`config.mk`:
```
export PLATFORM = sky130hd
export DESIGN_NAME = fwd_unit
export DESIGN_NICKNAME = d
export VERILOG_FILES = /design/src/rtl/fwd_pkg.sv /design/src/rtl/fwd_operand_sel.sv /design/src/rtl/fwd_store_sel.sv /design/src/rtl/fwd_mux3.sv /design/src/rtl/fwd_unit.sv
export SDC_FILE = /design/constraint.sdc
export NUM_CORES = 1
export LEC_CHECK = 0
export BUFFER_PORTS_ARGS = -buffer_cell sky130_fd_sc_hd__buf_2
export CAP_MARGIN = 20
export CORE_AREA = 4 4 110 112
export DETAILED_ROUTE_END_ITERATION = 6
export DIE_AREA = 0 0 114 116
export GPL_TIMING_DRIVEN = 0
export RECOVER_POWER = 100
export SYNTH_ARGS = -nofsm -noshare
export SYNTH_HDL_FRONTEND = slang
export SYNTH_SLANG_ARGS = --single-unit
```
`constraint.sdc`:
```
create_clock -name vclk -period 6.83
set_input_delay 1.7075 -clock vclk [all_inputs]
set_output_delay 1.7075 -clock vclk [all_outputs]
set_load 0.02 [all_outputs]
```
`src/rtl/fwd_pkg.sv`:
```
// Shared definitions for the operand bypass selector.
// Assumes a two-bit select is wide enough for three sources.
package fwd_pkg;
    typedef enum logic [1:0] {
        SRC_RF  = 2'd0,
        SRC_WB  = 2'd1,
        SRC_MEM = 2'd2
    } fwd_src_e;
endpackage

```
`src/rtl/fwd_operand_sel.sv`:
```
// Chooses the source of one ALU operand from the two older pipeline stages.
// Assumes register 0 is hard-wired to zero; younger result wins on a tie.
module fwd_operand_sel
    import fwd_pkg::*;
#(
    parameter int REG_AW = 5
) (
    input  logic [REG_AW-1:0] src_reg,
    input  logic [REG_AW-1:0] exmem_rd,
    input  logic              exmem_wr,
    input  logic [REG_AW-1:0] memwb_rd,
    input  logic              memwb_wr,
    output logic [1:0]        sel
);
    logic hit_mem;
    logic hit_wb;

    // Detect a live, nonzero destination match in each stage.
    always_comb begin
        hit_mem = exmem_wr && (exmem_rd != '0) && (exmem_rd == src_reg);
        hit_wb  = memwb_wr && (memwb_rd != '0) && (memwb_rd == src_reg);
    end

    // Prioritise the younger stage, fall back to the register file.
    always_comb begin
        if (hit_mem)     sel = SRC_MEM;
        else if (hit_wb) sel = SRC_WB;
        else             sel = SRC_RF;
    end
endmodule

```
`src/rtl/fwd_store_sel.sv`:
```
// Decides whether store write data is replaced by a just-loaded value.
// Assumes the memory/writeback data input carries the loaded word for loads.
module fwd_store_sel #(
    parameter int REG_AW = 5
) (
    input  logic [REG_AW-1:0] memwb_rd,
    input  logic              memwb_wr,
    input  logic              memwb_load,
    input  logic [REG_AW-1:0] st_reg,
    output logic              sel
);
    // Only a register-writing load into a nonzero matching register bypasses.
    always_comb begin
        sel = memwb_wr && memwb_load && (memwb_rd != '0) && (memwb_rd == st_reg);
    end
endmodule

```
`src/rtl/fwd_mux3.sv`:
```
// Three-way data selector driven by a bypass source code.
// Assumes the unused code value falls back to the register file leg.
module fwd_mux3
    import fwd_pkg::*;
#(
    parameter int DATA_W = 32
) (
    input  logic [1:0]        sel,
    input  logic [DATA_W-1:0] rf_val,
    input  logic [DATA_W-1:0] mem_val,
    input  logic [DATA_W-1:0] wb_val,
    output logic [DATA_W-1:0] out
);
    // Steer the chosen source to the output.
    always_comb begin
        case (fwd_src_e'(sel))
            SRC_MEM: out = mem_val;
            SRC_WB:  out = wb_val;
            default: out = rf_val;
        endcase
    end
endmodule

```
`src/rtl/fwd_unit.sv`:
```
// Top of the operand bypass selector: two operand selectors with their muxes
// plus the load-to-store data bypass. Purely combinational.
// Assumes each instruction writes at most one destination register.
module fwd_unit #(
    parameter int REG_AW = 5,
    parameter int DATA_W = 32
) (
    input  logic [REG_AW-1:0] ex_rs,
    input  logic [REG_AW-1:0] ex_rt,
    input  logic [REG_AW-1:0] exmem_rd,
    input  logic              exmem_wr,
    input  logic [REG_AW-1:0] memwb_rd,
    input  logic              memwb_wr,
    input  logic              memwb_load,
    input  logic [REG_AW-1:0] mem_st_reg,
    input  logic [DATA_W-1:0] rf_a,
    input  logic [DATA_W-1:0] rf_b,
    input  logic [DATA_W-1:0] exmem_result,
    input  logic [DATA_W-1:0] memwb_result,
    input  logic [DATA_W-1:0] mem_st_data,
    output logic [1:0]        sel_a,
    output logic [1:0]        sel_b,
    output logic              sel_c,
    output logic [DATA_W-1:0] alu_a,
    output logic [DATA_W-1:0] alu_b,
    output logic [DATA_W-1:0] store_data
);
    localparam int NUM_OPS = 2;

    logic [REG_AW-1:0] op_src [NUM_OPS];
    logic [DATA_W-1:0] op_rf  [NUM_OPS];
    logic [1:0]        op_sel [NUM_OPS];
    logic [DATA_W-1:0] op_out [NUM_OPS];

    // Gather per-operand inputs into arrays.
    always_comb begin
        op_src[0] = ex_rs;
        op_src[1] = ex_rt;
        op_rf[0]  = rf_a;
        op_rf[1]  = rf_b;
    end

    for (genvar gi = 0; gi < NUM_OPS; gi++) begin : g_op
        fwd_operand_sel #(.REG_AW(REG_AW)) sel_i (
            .src_reg  (op_src[gi]),
            .exmem_rd (exmem_rd),
            .exmem_wr (exmem_wr),
            .memwb_rd (memwb_rd),
            .memwb_wr (memwb_wr),
            .sel      (op_sel[gi])
        );
        fwd_mux3 #(.DATA_W(DATA_W)) mux_i (
            .sel     (op_sel[gi]),
            .rf_val  (op_rf[gi]),
            .mem_val (exmem_result),
            .wb_val  (memwb_result),
            .out     (op_out[gi])
        );
    end

    fwd_store_sel #(.REG_AW(REG_AW)) st_sel_i (
        .memwb_rd   (memwb_rd),
        .memwb_wr   (memwb_wr),
        .memwb_load (memwb_load),
        .st_reg     (mem_st_reg),
        .sel        (sel_c)
    );

    // Drive the outputs from the per-operand results and store bypass.
    always_comb begin
        sel_a      = op_sel[0];
        sel_b      = op_sel[1];
        alu_a      = op_out[0];
        alu_b      = op_out[1];
        store_data = sel_c ? memwb_result : mem_st_data;
    end
endmodule

```
==> results of run 1 <==
## critical path: cells and delay by family
family | cells | cell delay (ns)
mux | 1 | 0.37
buf+inv | 4 | 1.10
simple gates | 2 | 1.14
compound gates | 1 | 0.20
## cell usage after synthesis, drive strengths merged
cell	n
xnor2	20
o211ai	2
nor4	4
nor3	65
xor2	5
or2	3
mux2	32
or3	2
clkbuf	34
nor2	1
a21bo	1
o31a	2
nand4	35
a31oi	63
buf	33
a21boi	1
nand3	1
or4	32
o31ai	63
nand2	2
inv	35
## area by class of cell
cell class	count	area share, %
multi-input combinational	334	54.87
timing repair buffer	289	31.46
buffer	67	6.489
tap	143	4.143
inverter	35	3.042
## how the worst min path moves through the flow
stage / start / end / slack (ns) / cells past startpoint
finish: mem_st_data[11] / store_data[11] / 3.74 / 3
global route: mem_st_data[19] / store_data[19] / 3.76 / 3
CTS: mem_st_data[11] / store_data[11] / 3.74 / 3
detailed placement: mem_st_data[11] / store_data[11] / 3.74 / 3
global placement: mem_st_data[11] / store_data[11] / 3.74 / 3
floorplan: mem_st_data[0] / store_data[0] / 3.60 / 1
## where the power goes
group | internal (W) | switching [W]
logic | 0.000110 | 0.000222
registers | 0 | 0
clock network | 0 | 0
total | 0.000110 | 0.000222
## metal layers
layer | part of all wire [%] | wire length [µm]
met1 | 38 | 6690
met2 | 50 | 8788
met3 | 10 | 1778
met4 | 1.7 | 306
met5 | 0 | 0
## kinds of logic (layout without fill, tap and decap cells)
kind of cell / Yosys count / count (layout) / synth area share [%]
mux: 32 / 32 / 12.80
buf+inv: 102 / 391 / 15.07
xor+xnor: 25 / 25 / 7.778
simple gates: 145 / 145 / 31.42
compound gates: 132 / 132 / 32.93
## stage by stage
step,instances,hold slack [ns]
6_report,868,3.741
5_1_grt,868,3.764
3_5_place_dp,868,3.739
4_1_cts,868,3.742
2_1_floorplan,436,3.604
3_3_place_gp,868,3.738
==> results.yml, run 1 <==
timing:
  fmax_ghz: 0.1604
  setup_tns_ns: 0
  drv_slew: 0
  setup_viol: 0
  hold_violations: 0
  fin_crit_ns: 6.233
  rsz0062_at_grt: "no"
  worst_slew_pin_slew_ns: 1.202
  setup_slack_ns: 0.5974
  fin_crit_sh_pct: 91.25
  relSlewSlack_pct: 19.26
route:
  dr.first_iter.drc_count: 334
  wl_per_cell_um: 20.23
  drt-pass1-iter-count: 5
  drc_errors: 0
  viasPerCell: 5.679
  drtAntennaViolNets: 0
  wirelength_um: 17560
  num_vias: 4929
synth:
  synth_area_leaders: "o31ai_1 (17%), a31oi_1 (14%), nor3_1 (11%)"
  synth_top_area_cell: "o31ai_1"
  synth_nets: 624
  seq_area_frac_synth_pct: 0
  synth_top_area_share_pct: 16.80
  syn-cell-area_mm2: 0.002815
  synth.distinct_cells: 28
  synthCells: 436
  synth.avg_cell_area_um2: 6.457
  ys.warnings.count: 0
clock_tree:
  cts_resized: 0
  post_cts_buffers: 0
  holdBufCountCts: 0
worst_setup_path:
  cpPeakStageDelay_ns: 1.02
  end_kind: "output port"
  crit_required_ns: 5.12
  cp-startpoint: "memwb_rd[3]"
  crit_top_cell: "clkbuf_1"
  path_class: "in -> out"
  critPathCapture: "store_data[4]"
  slowest_stage: "nor3_1"
  startpoint_type: "primary input"
  path_cells: "clkbuf_1, nor4_1, a21bo_1, clkbuf_1, nor3_1, buf_2, mux2_2, clkbuf_1"
  worstPathArrival_ns: 4.53
  worstPathMaxFanout: 10
floorplan:
  start_util_pct: 25.08
  rows: 39
  ioPinCount: 289
  dieWidth_um: 114
  coreArea_mm2: 0.01122
  die_h_um: 116
  die_area_mm2: 0.01322
placement:
  portBuffers: 289
  place_ws_ns: 1.292
  dpl-instance-area_mm2: 0.004441
  hpwl_um: 14160
  gp_congestion: 0.9096
pwr:
  p_per_area_mw_per_mm2: 76.84
  leakage_nw: 1.729
  ir_drop_v: 0.00002588
  p_total_w: 0.0003319
finish:
  multi_input_area_mm2: 0.002370
  area_delta_synth_final_pct: 53.42
  nets: 915
  final_cell_mix: "buf_2 (236), clkbuf_1 (112), nor3_1 (65), o31ai_1 (63), a31oi_1 (63)"
  clkbuf_count: 0
  layout.area.seq_um2: 0
  finish.utilization_pct: 38.48
  n_antenna_cell: 0
  seq_cell_count: 0
  fill_cells: 1316
  layout_commonest_cell: "buf_2"
  drive_above_1_share_pct: 34.90
  finish.instance_area_mm2: 0.004319
run_status:
  status: "complete, no violations"
grt:
  use_met3_pct: 4.491
  gr-total-overflow: 0
  antenna_found_initial: 0
  grt_pass1_wl_um: 24940
  grt.total_usage_pct: 23.57
  grt_max_degree: 11
  use_met2_pct: 43.33
  use_met1_pct: 28.33
  grt_pass1_vias: 4756
  top_usage_layer: "met2"
flow_run:
  maxCapViolCount: 0
min_path:
  hold_path_class: "in -> out"
(Power assumes the default switching activity.)
==> run 2: changes to the inputs <==
Settings changed: CORE_AREA 4 4 110 112 to 4 4 111 113, DIE_AREA 0 0 114 116 to 0 0 115 117.
Clock period 6.83 ns to 6.9 ns, I/O delays scaled along.
==> run 2 against run 1 <==
Setup slack better by 0.14 ns. Flip-flop and latch count unchanged. Final area shrank 0.38%. Routed wire length is 0.21% lower. First-iteration DRC count down 21%. Critical path depth is the same. Global-route usage up 0.17 points. Hold slack better by 0.031 ns. Via count is 2.0% lower. Largest cell class unchanged. Largest power group unchanged.
==> results.yml, run 2 (synthesis gave the netlist of run 1 again) <==
worst_setup_path:
  crit_family: "buffers and inverters"
  worstPathMaxFanout: 10
  end_kind: "output port"
  cpPeakStageDelay_ns: 0.85
  path_class: "in -> out"
  startpoint_type: "primary input"
  slowest_stage: "nor3_1"
  crit_top_cell: "clkbuf_1"
  cp-startpoint: "memwb_rd[3]"
  path_cells: "clkbuf_1, nor4_1, a21bo_1, clkbuf_1, nor3_1, clkbuf_1, mux2_1, clkbuf_1"
  crit_buf_inv: 4
  crit_required_ns: 5.18
  worstPathArrival_ns: 4.44
min_path:
  hold_path_class: "in -> out"
  min_to: "store_data[5]"
  hold_path.startpoint: "mem_st_data[5]"
  whs_path_depth: 3
timing:
  setup_viol: 0
  fin_crit_sh_pct: 89.36
  hold_violations: 0
  drv_slew: 0
  worst_slew_pin_slew_ns: 0.9714
  rsz0062_at_grt: "no"
  fin_crit_ns: 6.166
  fmax_ghz: 0.1622
  setup_tns_ns: 0
  relSlewSlack_pct: 34.74
grt:
  grt_pass1_vias: 4770
  antenna_found_initial: 0
  grt_max_degree: 11
  grt.total_usage_pct: 23.74
  gr-total-overflow: 0
  grt_pass1_wl_um: 25470
finish:
  nets: 915
  final_cell_mix: "buf_2 (228), clkbuf_1 (120), nor3_1 (65), o31ai_1 (63), a31oi_1 (63)"
  drive_above_1_share_pct: 33.66
  layout_commonest_cell: "buf_2"
  clkbuf_count: 0
  finish.instance_area_mm2: 0.004303
  n_antenna_cell: 0
  layout.area.seq_um2: 0
  area_delta_synth_final_pct: 52.84
  seq_cell_count: 0
pwr:
  p_per_area_mw_per_mm2: 75.94
  ir_drop_v: 0.00003076
  leakage_nw: 1.701
floorplan:
  rows: 39
  ioPinCount: 289
  start_util_pct: 24.87
  coreArea_mm2: 0.01132
  die_h_um: 117
  dieWidth_um: 115
  die_area_mm2: 0.01346
flow_run:
  maxCapViolCount: 0
placement:
  gp_congestion: 0.8941
  hpwl_um: 14080
  portBuffers: 289
  dpl-instance-area_mm2: 0.004441
route:
  num_vias: 4830
  wl_per_cell_um: 20.19
  dr.first_iter.drc_count: 263
  wirelength_um: 17530
  drt-pass1-iter-count: 5
  drc_errors: 0
  drtAntennaViolNets: 0
  viasPerCell: 5.565
clock_tree:
  post_cts_buffers: 0
  cts_resized: 0
  holdBufCountCts: 0
run_status:
  status: "complete, no violations"
-- run 2: report_power, final --
group | total [W] | internal [W] | switching (W) | leakage, nW
registers | 0 | 0 | 0 | 0
clock network | 0 | 0 | 0 | 0
logic | 0.000327 | 0.000107 | 0.000219 | 1.70
-- run 2: per-stage QoR --
step	instances	total power, W	worst slack [ns]	utilization, %	hold slack (ns)
floorplan	436	0.0001793	1.904	-	3.639
detailed placement	868	0.0003358	1.288	39.22	3.775
finish	868	0.0003267	0.7342	38.01	3.772
global route	868	0.0003533	0.5689	38.01	3.790
global placement	868	0.0003357	1.290	39.22	3.772
CTS	868	0.0003368	1.285	39.22	3.777
-- run 2: how the worst max path moves through the flow --
stage                          end  slack, ns  cells past startpoint
finish              store_data[22]       0.73                      8
global route              alu_b[9]       0.57                      9
detailed placement        alu_a[1]       1.29                      7
CTS                       alu_a[1]       1.29                      7
global placement          alu_a[1]       1.29                      7
floorplan                 sel_b[0]       1.90                      6
-- run 2: final cells by class --
cell class / instances / area [µm²]
well taps: 143 / 178.9
multi-input cells: 334 / 2364
repair buffers: 289 / 1346
inverters: 35 / 131.4
plain buffers: 67 / 282.8
fillers: 1364 / 7018
-- run 2: tightest hold or removal path, stage by stage --
cell,delay (ns)
buf_2,0.07
mux2_1,0.10
buf_2,0.15
-- run 2: layer usage --
| layer | routed length, µm | vias up | GRT usage, % |
|---|---|---|---|
| li1 | - | 2314 | - |
| met1 | 6842 | 2240 | 29.28 |
| met2 | 8900 | 262 | 44.14 |
| met3 | 1514 | 14 | 3.239 |
| met4 | 267 | 0 | 4.538 |
| met5 | 0 | - | 0 |
